**src/rtl/fwft_pkg.sv**
```systemverilog
// Package fwft_pkg
// Shared defaults and helpers for the fall-through chain.
// Assumes nothing beyond elaboration-time constant evaluation.
package fwft_pkg;
    localparam int DEF_W     = 18;
    localparam int DEF_DEPTH = 16;
    localparam int DEF_NSTG  = 3;

    // Returns 1 when n is a positive power of two.
    function automatic bit is_pow2(input int n);
        return (n > 0) && ((n & (n - 1)) == 0);
    endfunction
endpackage

```
**src/rtl/fwft_store.sv**
```systemverilog
// Module fwft_store
// Word storage for one stage: a DEPTH-entry array with a write pointer and a
// read pointer. The read port is combinational at the read pointer.
// Assumes: the caller never writes to a full array or advances past the
// newest word. The stage's occupancy counter guarantees both.
module fwft_store #(
    parameter int W     = 18,
    parameter int DEPTH = 16
) (
    input  logic         clk,
    input  logic         rst_n,
    input  logic         wr_en,
    input  logic [W-1:0] wr_data,
    input  logic         rd_adv,
    output logic [W-1:0] rd_data
);
    localparam int AW = (DEPTH > 1) ? $clog2(DEPTH) : 1;

    logic [W-1:0]  mem [DEPTH];
    logic [AW-1:0] wptr, rptr;
    logic [AW-1:0] wptr_nx, rptr_nx;

    // Pointer wrap: free-running for power-of-two depths, compare-and-clear otherwise.
    generate
        if (fwft_pkg::is_pow2(DEPTH)) begin : g_wrap_pow2
            assign wptr_nx = wptr + AW'(1);
            assign rptr_nx = rptr + AW'(1);
        end else begin : g_wrap_cmp
            assign wptr_nx = (wptr == AW'(DEPTH - 1)) ? '0 : wptr + AW'(1);
            assign rptr_nx = (rptr == AW'(DEPTH - 1)) ? '0 : rptr + AW'(1);
        end
    endgenerate

    // Array write port.
    always_ff @(posedge clk) begin
        if (wr_en) begin
            mem[wptr] <= wr_data;
        end
    end

    // Pointer update with synchronous reset.
    always_ff @(posedge clk) begin
        if (!rst_n) begin
            wptr <= '0;
            rptr <= '0;
        end else begin
            if (wr_en)  wptr <= wptr_nx;
            if (rd_adv) rptr <= rptr_nx;
        end
    end

    assign rd_data = mem[rptr];
endmodule

```
**src/rtl/fwft_stage.sv**
```systemverilog
// Module fwft_stage
// One fall-through queue stage with active-low ready flags. A word accepted
// into an empty stage passes two pipeline slots and is then loaded into a
// registered output, so output-ready falls on the third edge. Both flags come
// straight from registers, so chained stages form no combinational path.
// Assumes: one write and one read at most per clock. occ counts every word
// held, including those in the delay slots and the output register.
module fwft_stage #(
    parameter int W     = 18,
    parameter int DEPTH = 16
) (
    input  logic                         clk,
    input  logic                         rst_n,
    input  logic [W-1:0]                 din,
    input  logic                         wr_n,
    output logic                         in_rdy_n,
    output logic [W-1:0]                 dout,
    input  logic                         rd_n,
    output logic                         out_rdy_n,
    output logic [$clog2(DEPTH+1)-1:0]   occ
);
    localparam int CW = $clog2(DEPTH + 1);

    logic          wr_fire, rd_fire, fetch, avail;
    logic          pend1, pend2;
    logic          ovld;
    logic [CW-1:0] occ_q, vis_q;
    logic [W-1:0]  dout_q, mem_rd;

    // Accept and consume qualifiers; requests against a full or empty stage drop.
    always_comb begin
        wr_fire = !wr_n && (occ_q < CW'(DEPTH));
        rd_fire = !rd_n && ovld;
        avail   = (vis_q != '0) || pend2;
        fetch   = avail && (!ovld || rd_fire);
    end

    fwft_store #(.W(W), .DEPTH(DEPTH)) u_store (
        .clk     (clk),
        .rst_n   (rst_n),
        .wr_en   (wr_fire),
        .wr_data (din),
        .rd_adv  (fetch),
        .rd_data (mem_rd)
    );

    // Fixed delay slots that make a fresh word visible two edges after acceptance.
    always_ff @(posedge clk) begin
        if (!rst_n) begin
            pend1 <= 1'b0;
            pend2 <= 1'b0;
        end else begin
            pend1 <= wr_fire;
            pend2 <= pend1;
        end
    end

    // Count of visible words still in the array, plus total occupancy.
    always_ff @(posedge clk) begin
        if (!rst_n) begin
            vis_q <= '0;
            occ_q <= '0;
        end else begin
            vis_q <= vis_q + CW'(pend2) - CW'(fetch);
            occ_q <= occ_q + CW'(wr_fire) - CW'(rd_fire);
        end
    end

    // Registered output word and its valid bit.
    always_ff @(posedge clk) begin
        if (!rst_n) begin
            ovld   <= 1'b0;
            dout_q <= '0;
        end else if (fetch) begin
            ovld   <= 1'b1;
            dout_q <= mem_rd;
        end else if (rd_fire) begin
            ovld   <= 1'b0;
        end
    end

    assign in_rdy_n  = (occ_q == CW'(DEPTH));
    assign out_rdy_n = !ovld;
    assign dout      = dout_q;
    assign occ       = occ_q;
endmodule

```
**src/rtl/fwft_chain.sv**
```systemverilog
// Module fwft_chain
// NSTG fall-through stages joined flag-to-enable. Each stage's output-ready
// is the next stage's write enable. Each downstream input-ready is the
// upstream read enable. Data ripples toward the tail and free slots bubble
// toward the head.
// Assumes: a single shared clock and synchronous active-low reset for all stages.
module fwft_chain #(
    parameter int W     = fwft_pkg::DEF_W,
    parameter int DEPTH = fwft_pkg::DEF_DEPTH,
    parameter int NSTG  = fwft_pkg::DEF_NSTG
) (
    input  logic         clk,
    input  logic         rst_n,
    input  logic [W-1:0] din,
    input  logic         wr_n,
    output logic         in_rdy_n,
    output logic [W-1:0] dout,
    input  logic         rd_n,
    output logic         out_rdy_n
);
    localparam int CW = $clog2(DEPTH + 1);

    logic [NSTG-1:0][W-1:0]  st_din, st_dout;
    logic [NSTG-1:0]         st_wr_n, st_rd_n, st_ir_n, st_or_n;
    logic [NSTG-1:0][CW-1:0] st_occ;

    // Stage instances and their flag-to-enable links.
    generate
        for (genvar g = 0; g < NSTG; g++) begin : g_stage
            if (g == 0) begin : g_head
                assign st_din[g]  = din;
                assign st_wr_n[g] = wr_n;
            end else begin : g_link_in
                assign st_din[g]  = st_dout[g-1];
                assign st_wr_n[g] = st_or_n[g-1];
            end

            if (g == NSTG - 1) begin : g_tail
                assign st_rd_n[g] = rd_n;
            end else begin : g_link_out
                assign st_rd_n[g] = st_ir_n[g+1];
            end

            fwft_stage #(.W(W), .DEPTH(DEPTH)) u_stage (
                .clk       (clk),
                .rst_n     (rst_n),
                .din       (st_din[g]),
                .wr_n      (st_wr_n[g]),
                .in_rdy_n  (st_ir_n[g]),
                .dout      (st_dout[g]),
                .rd_n      (st_rd_n[g]),
                .out_rdy_n (st_or_n[g]),
                .occ       (st_occ[g])
            );
        end
    endgenerate

    assign in_rdy_n  = st_ir_n[0];
    assign out_rdy_n = st_or_n[NSTG-1];
    assign dout      = st_dout[NSTG-1];
endmodule

```
**config.mk**
```make
export PLATFORM = sky130hd
export DESIGN_NAME = fwft_chain
export DESIGN_NICKNAME = d
export VERILOG_FILES = /design/src/rtl/fwft_pkg.sv /design/src/rtl/fwft_store.sv /design/src/rtl/fwft_stage.sv /design/src/rtl/fwft_chain.sv
export SDC_FILE = /design/constraint.sdc
export NUM_CORES = 1
export LEC_CHECK = 0
export ABC_AREA = 1
export ABC_CLOCK_PERIOD_IN_PS = 3000
export BUFFER_PORTS_ARGS = -buffer_cell sky130_fd_sc_hd__clkbuf_2
export CAP_MARGIN = 5
export CELL_PAD_IN_SITES_DETAIL_PLACEMENT = 0
export CELL_PAD_IN_SITES_GLOBAL_PLACEMENT = 1
export CORE_ASPECT_RATIO = 1.75
export CORE_MARGIN = 8
export CORE_UTILIZATION = 50
export CTS_CLUSTER_DIAMETER = 80
export DETAILED_ROUTE_END_ITERATION = 8
export GPL_ROUTABILITY_DRIVEN = 0
export PLACE_DENSITY = 0.81
export SETUP_SLACK_MARGIN = 0.4
export SLEW_MARGIN = 0
export SYNTH_ARGS = -nofsm -noshare
export SYNTH_HDL_FRONTEND = slang
export SYNTH_SLANG_ARGS = --single-unit
```
**constraint.sdc**
```tcl
create_clock -name clk -period 3 [get_ports clk]
set_input_delay 0.15 -clock clk [delete_from_list [all_inputs] [get_ports clk]]
set_output_delay 0.15 -clock clk [all_outputs]
set_load 0.005 [all_outputs]
```
== After elaboration in Yosys (flattened, before gate mapping) ==
Memories as Yosys holds them, arrays and structs flattened. A register that Yosys moved wholly into a read port is not among the register bits.
Index checks and enable logic that the tools add are counted.
Storage, ports and cells
  register bits: 63
  memory bits (writable): 864
  input port bits: 22
  memories kept: 3
Memory list
  g_stage[0].u_stage.u_store.mem: depth 16, bits a word 18, read ports 1, clocked after memory_dff 1, write ports 1, RTL line fwft_store.sv:19  | logic [W-1:0] mem [DEPTH];
  g_stage[1].u_stage.u_store.mem: depth 16, bits a word 18, read ports 1, clocked after memory_dff 1, write ports 1, RTL line fwft_store.sv:19
  g_stage[2].u_stage.u_store.mem: depth 16, bits a word 18, read ports 1, clocked after memory_dff 1, write ports 1, RTL line fwft_store.sv:19
Operators by class
  add/sub/neg operators: 18
  $lt $le $gt $ge: 3
  equality and inequality tests: 3
  muxes and demuxes: 12
  reduce and logical (&&, ||, !) cells: 31
Operator list (count)
  $add A5 B1 Y5: 6
  $sub A5 B1 Y5: 6
  $add A4 B1 Y4 const B: 6
  $eq A5 B5 Y1 const B: 3
  $lt A5 B5 Y1 const B: 3
  $reduce_bool A5 Y1: 3
  $mux W1: 12
  $logic_not A1 Y1: 10
  $logic_and A1 B1 Y1: 9
  $logic_or A1 B1 Y1: 6
  $reduce_bool A2 Y1: 3

== Depth between registers and ports, before layout ==
  word-level depth: 6
  mapped depth: 16
  mapped depth without buffers: 15

== By module ==
Synthesis repeated with hierarchy kept, for this count alone.
Second synthesis, totals
  cells, all modules: 4344
  area, all modules: 43417.9 µm²
By module, submodules not included
  fwft_store: times used 3, cells each 1229, area an instance 12829.8 µm², seq. area each 8888.5 µm²
  fwft_stage: times used 3, cells each 219, area an instance 1642.8 µm², seq. area each 620.6 µm²

== Worst setup path after synthesis ==
Ideal clock, no wire load.
  path type: register -> register
  start: reg g_stage[2].u_stage.vis_q[2]
  end: reg g_stage[2].u_stage.vis_q[4]
  setup time: 0.070 ns
  arrival: 2.390 ns
  required time: 2.930 ns
  setup slack: 0.540 ns
  cell stages (with the launch flop): 17
  path buffers: 1
  cell sequence: dfxtp_1 > inv_1 > ha_1 > nand2_1 > nor2_1 > nand2_1 > nand2_2 > inv_1 > buf_2 > ha_1 > inv_1 > ha_1 > inv_1 > fa_1 > o31ai_1 > o21ai_0 > a21oi_1
On the way
  cells in the longest elaborated chain, start to end: 4
  elaborated cells on any way between the ends: 5
RTL lines
  start: declaration: RTL line fwft_stage.sv:27  | logic [CW-1:0] occ_q, vis_q;
  start signal: assignment: RTL line fwft_stage.sv:64  | vis_q <= vis_q + CW'(pend2) - CW'(fetch);
  $reduce_bool A5 Y1: RTL line fwft_stage.sv:34  | avail = (vis_q != '0) || pend2;
  $logic_or A1 B1 Y1: RTL line fwft_stage.sv:34
  $logic_and A1 B1 Y1: RTL line fwft_stage.sv:35  | fetch = avail && (!ovld || rd_fire);
  named net g_stage[2].u_stage.fetch: RTL line fwft_stage.sv:24  | logic wr_fire, rd_fire, fetch, avail;
  $sub A5 B1 Y5: RTL line fwft_stage.sv:64
The timed path passes the listed nets, and every way through them passes these cells.
A chain may end at the register's enable or synchronous reset.

== Worst setup path after layout ==
  start: reg g_stage[2].u_stage.occ_q[2]
  end: reg g_stage[1].u_stage.vis_q[4]
On the way
  cells in the longest elaborated chain, start to end: 6
RTL lines
  start: declaration: RTL line fwft_stage.sv:27
  start signal: assignment: RTL line fwft_stage.sv:65  | occ_q <= occ_q + CW'(wr_fire) - CW'(rd_fire);
  $eq A5 B5 Y1: RTL line fwft_stage.sv:82  | assign in_rdy_n = (occ_q == CW'(DEPTH));
  $logic_not A1 Y1: RTL line fwft_stage.sv:33  | rd_fire = !rd_n && ovld;
  $logic_and A1 B1 Y1: RTL line fwft_stage.sv:33
  $logic_or A1 B1 Y1: RTL line fwft_stage.sv:35
  $logic_and A1 B1 Y1: RTL line fwft_stage.sv:35
  $sub A5 B1 Y5: RTL line fwft_stage.sv:64
  end signal: assignment: RTL line fwft_stage.sv:64
  end: declaration: RTL line fwft_stage.sv:27
Every way passes these cells.

==> results.cfg <==
[timing]
worst_pin_slew_ps = 1030
fmax_ghz = 0.414
setup-tns-final_ps = 0
finalCritPeriodShare = 0.805
rsz0062_at_grt = yes
skew_ps = 21.8
hold_viol_final = 0
setup_viol = 0
layout_min_cycle_time_ps = 2420
final-max-slew-violation-count = 0
max_slew_margin = 0.313
timing.final.ws_setup_ps = 585

[worst_setup_path]
critical-path-top-delay-family = adder cells
criticalPathCategory = reg -> reg
critPathMaxFanout = 3
required_ps = 3540
endpoint_kind = register
cp_slowest_cell = fa_1
worst-path-buf-inv = 3
crit_cells = 13
crit_arrival_ps = 2950
path_cells = inv_1 > ha_1 > nand4_1 > nand2_2 > inv_1 > ha_1 > inv_1 > ha_1 > fa_1 > a21oi_1 > o21bai_1 > o21ai_0 > a21oi_1
crit_path_start_kind = register
max_stage_delay_ps = 440
reg2regPathDepth = 13

[cts]
root_buffer = clkbuf_16
cts_buffers = 88
clkTransAtPathRegs_ps = 70
cts.sinks = 981
clk_latency_ps = 670
cts_buffer_depth = 3
tritoncts = done
htree_levels = 3

[power_and_ir_drop]
powerDensity_mw_per_mm2 = 884
pwr-share-seq = 0.436
vdd_ir_drop_max_uv = 620
p_leak_nw = 20.0
intPower_mw = 27.3
combPwrFrac = 0.277
swShare = 0.343
clkPwrFrac = 0.287
switchingPower_mw = 14.2

[status]
status = finished clean

[routing]
drt_pass1_iterations = 5
routed-via-count = 27600
drt-total-wl_um = 102000
ant_nets = 0
drc = 0
drt_iter0_markers = 1904
vias_per_cell = 5.18
routedWlPerCell_um = 19.2

[logic_synthesis]
synthesis.nets = 4221
netlist_area_mm2 = 0.0420
syn_inst = 4142
synth_edf_count = 864
synthFlopType = edfxtp_1
yosysWarningCount = 0
ys_async_sr_fraction = 0
syn_area_per_cell_um2 = 10.1
yosysUniqueCellTypes = 27
synth_seq_cells = 981
yosysSeqAreaShare = 0.674

[final_layout]
diodes = 0
n_fill_cell = 7067
stdcell_area_mm2 = 0.0469
drive_above_1_share = 0.0823
area_delta_synth_final_pct = 11.8
regArea_mm2 = 0.0283
layout.nets = 4271
multiInputGateArea_mm2 = 0.0106
layout_commonest_cell = nand2_1
final_cell_mix = nand2_1, edfxtp_1, nand3_1

[die]
io_pins = 42
num_rows = 140
start_util = 0.505
core_area_mm2 = 0.0832
die_w_um = 235
die_area_mm2 = 0.0939
die-height_um = 399

[placed_design]
hpwl_um = 61300
pre_cts_slack_ps = 414
numPortBuffers = 41
postPlaceCellArea_mm2 = 0.0436

[grt]
grt-ovfl-total = 0
grt_max_degree = 147
grt_pass1_wl_um = 158000
grt_pass1_vias = 27600
antenna_found_initial = 0
track_usage = 0.219

[worst_hold_path]
hp-class = in -> reg
whs_path_depth = 4

[job]
maxCapViolations = 0
==> worst register-to-register path, stage by stage, from the launching register on <==
cell	delay, ps
dfxtp_1	310
inv_1	70
ha_1	170
nand4_1	150
nand2_2	120
inv_1	60
ha_1	260
inv_1	30
ha_1	200
fa_1	440
a21oi_1	190
o21bai_1	90
o21ai_0	150
a21oi_1	50
==> registers in the layout, indices dropped and copies added, names as in the netlist <==
| signal | cells |
|---|---|
| g_stage.u_stage.ovld | 3 |
| g_stage.u_stage.dout | 54 |
| g_stage.u_stage.pend1 | 3 |
| g_stage.u_stage.u_store.mem | 864 |
| g_stage.u_stage.u_store.wptr | 12 |
| g_stage.u_stage.vis_q | 15 |
| g_stage.u_stage.u_store.rptr | 12 |
| g_stage.u_stage.occ | 15 |
| g_stage.u_stage.pend2 | 3 |
==> cell type report <==
| type | count | area share |
|---|---|---|
| clock buffer | 116 | 0.0518 |
| clock inverter | 48 | 0.0132 |
| inverter | 591 | 0.0475 |
| multi-input combinational | 2374 | 0.226 |
| sequential | 981 | 0.603 |
| tap | 1065 | 0.0284 |
| timing repair buffer | 156 | 0.0305 |
==> cell families after synthesis <==
family,after synthesis,share of synthesized area
AOI/OAI and AO/OA,79,0.00983
xor gates and xnor gates,15,0.00313
adders and majority gates,57,0.0181
buffers and inverters,787,0.0777
DFF,981,0.674
and+or+nand+nor,2223,0.218
==> cells in the mapped netlist, types with 14 or more instances <==
master	number	share of area
clkbuf_1	35	0.0031
a21oi_1	49	0.0058
nor2_1	183	0.016
xor2_1	14	0.0029
edfxtp_1	864	0.62
o21ai_0	22	0.0026
dfxtp_1	117	0.056
buf_1	18	0.0016
nand2_1	1415	0.13
inv_1	580	0.052
nand3_1	610	0.073
ha_1	51	0.015
buf_6	18	0.0048
buf_2	118	0.014
==> power groups by stage <==
stage          combinational, mW  sequential (mW)  clock [mW]
4_1_cts                     11.5             18.1        12.1
5_1_grt                     13.1             18.3        12.6
6_report                    11.5             18.1        11.9
3_3_place_gp                11.3             18.4           0
2_1_floorplan               8.36             17.7           0
3_5_place_dp                11.4             18.4           0
==> final timing paths <==
check | start | to | slack (ps)
worst max register to register | g_stage[2].u_stage.occ[2] | g_stage[1].u_stage.vis_q[4] | 580
worst max-delay path | g_stage[2].u_stage.occ[2] | g_stage[1].u_stage.vis_q[4] | 580
worst min-delay path | rst_n | g_stage[1].u_stage.u_store.rptr[2] | 40
worst min register to register | g_stage[0].u_stage.pend1 | g_stage[0].u_stage.pend2 | 410
==> stage by stage <==
step | utilization | cells | total power, mW | hold WS, ps
CTS | 0.564 | 5327 | 41.8 | 4.70
global route | 0.564 | 5331 | 43.9 | 62.2
floorplan | - | 4142 | 26.1 | 249
finish | 0.564 | 5331 | 41.5 | 43.5
global placement | 0.524 | 5143 | 29.7 | 398
detailed placement | 0.524 | 5143 | 29.8 | 400
==> layer usage <==
layer / vias up / global-route usage / wire length (um)
met2: 724 / 0.433 / 56900
li1: 13500 / - / -
met1: 13100 / 0.224 / 36300
met3: 271 / 0.0268 / 4390
met4: 0 / 0.108 / 4750
met5: - / 0 / 0
==> timing repair <==
action	in CTS	in global routing
hold buffers	20	0
setup buffers	0	4
pin swaps	0	6
endpoints found under the hold margin	296	0
endpoints found under the setup margin	1	4
gates resized for setup	1	5
(Power assumes the default switching activity.)
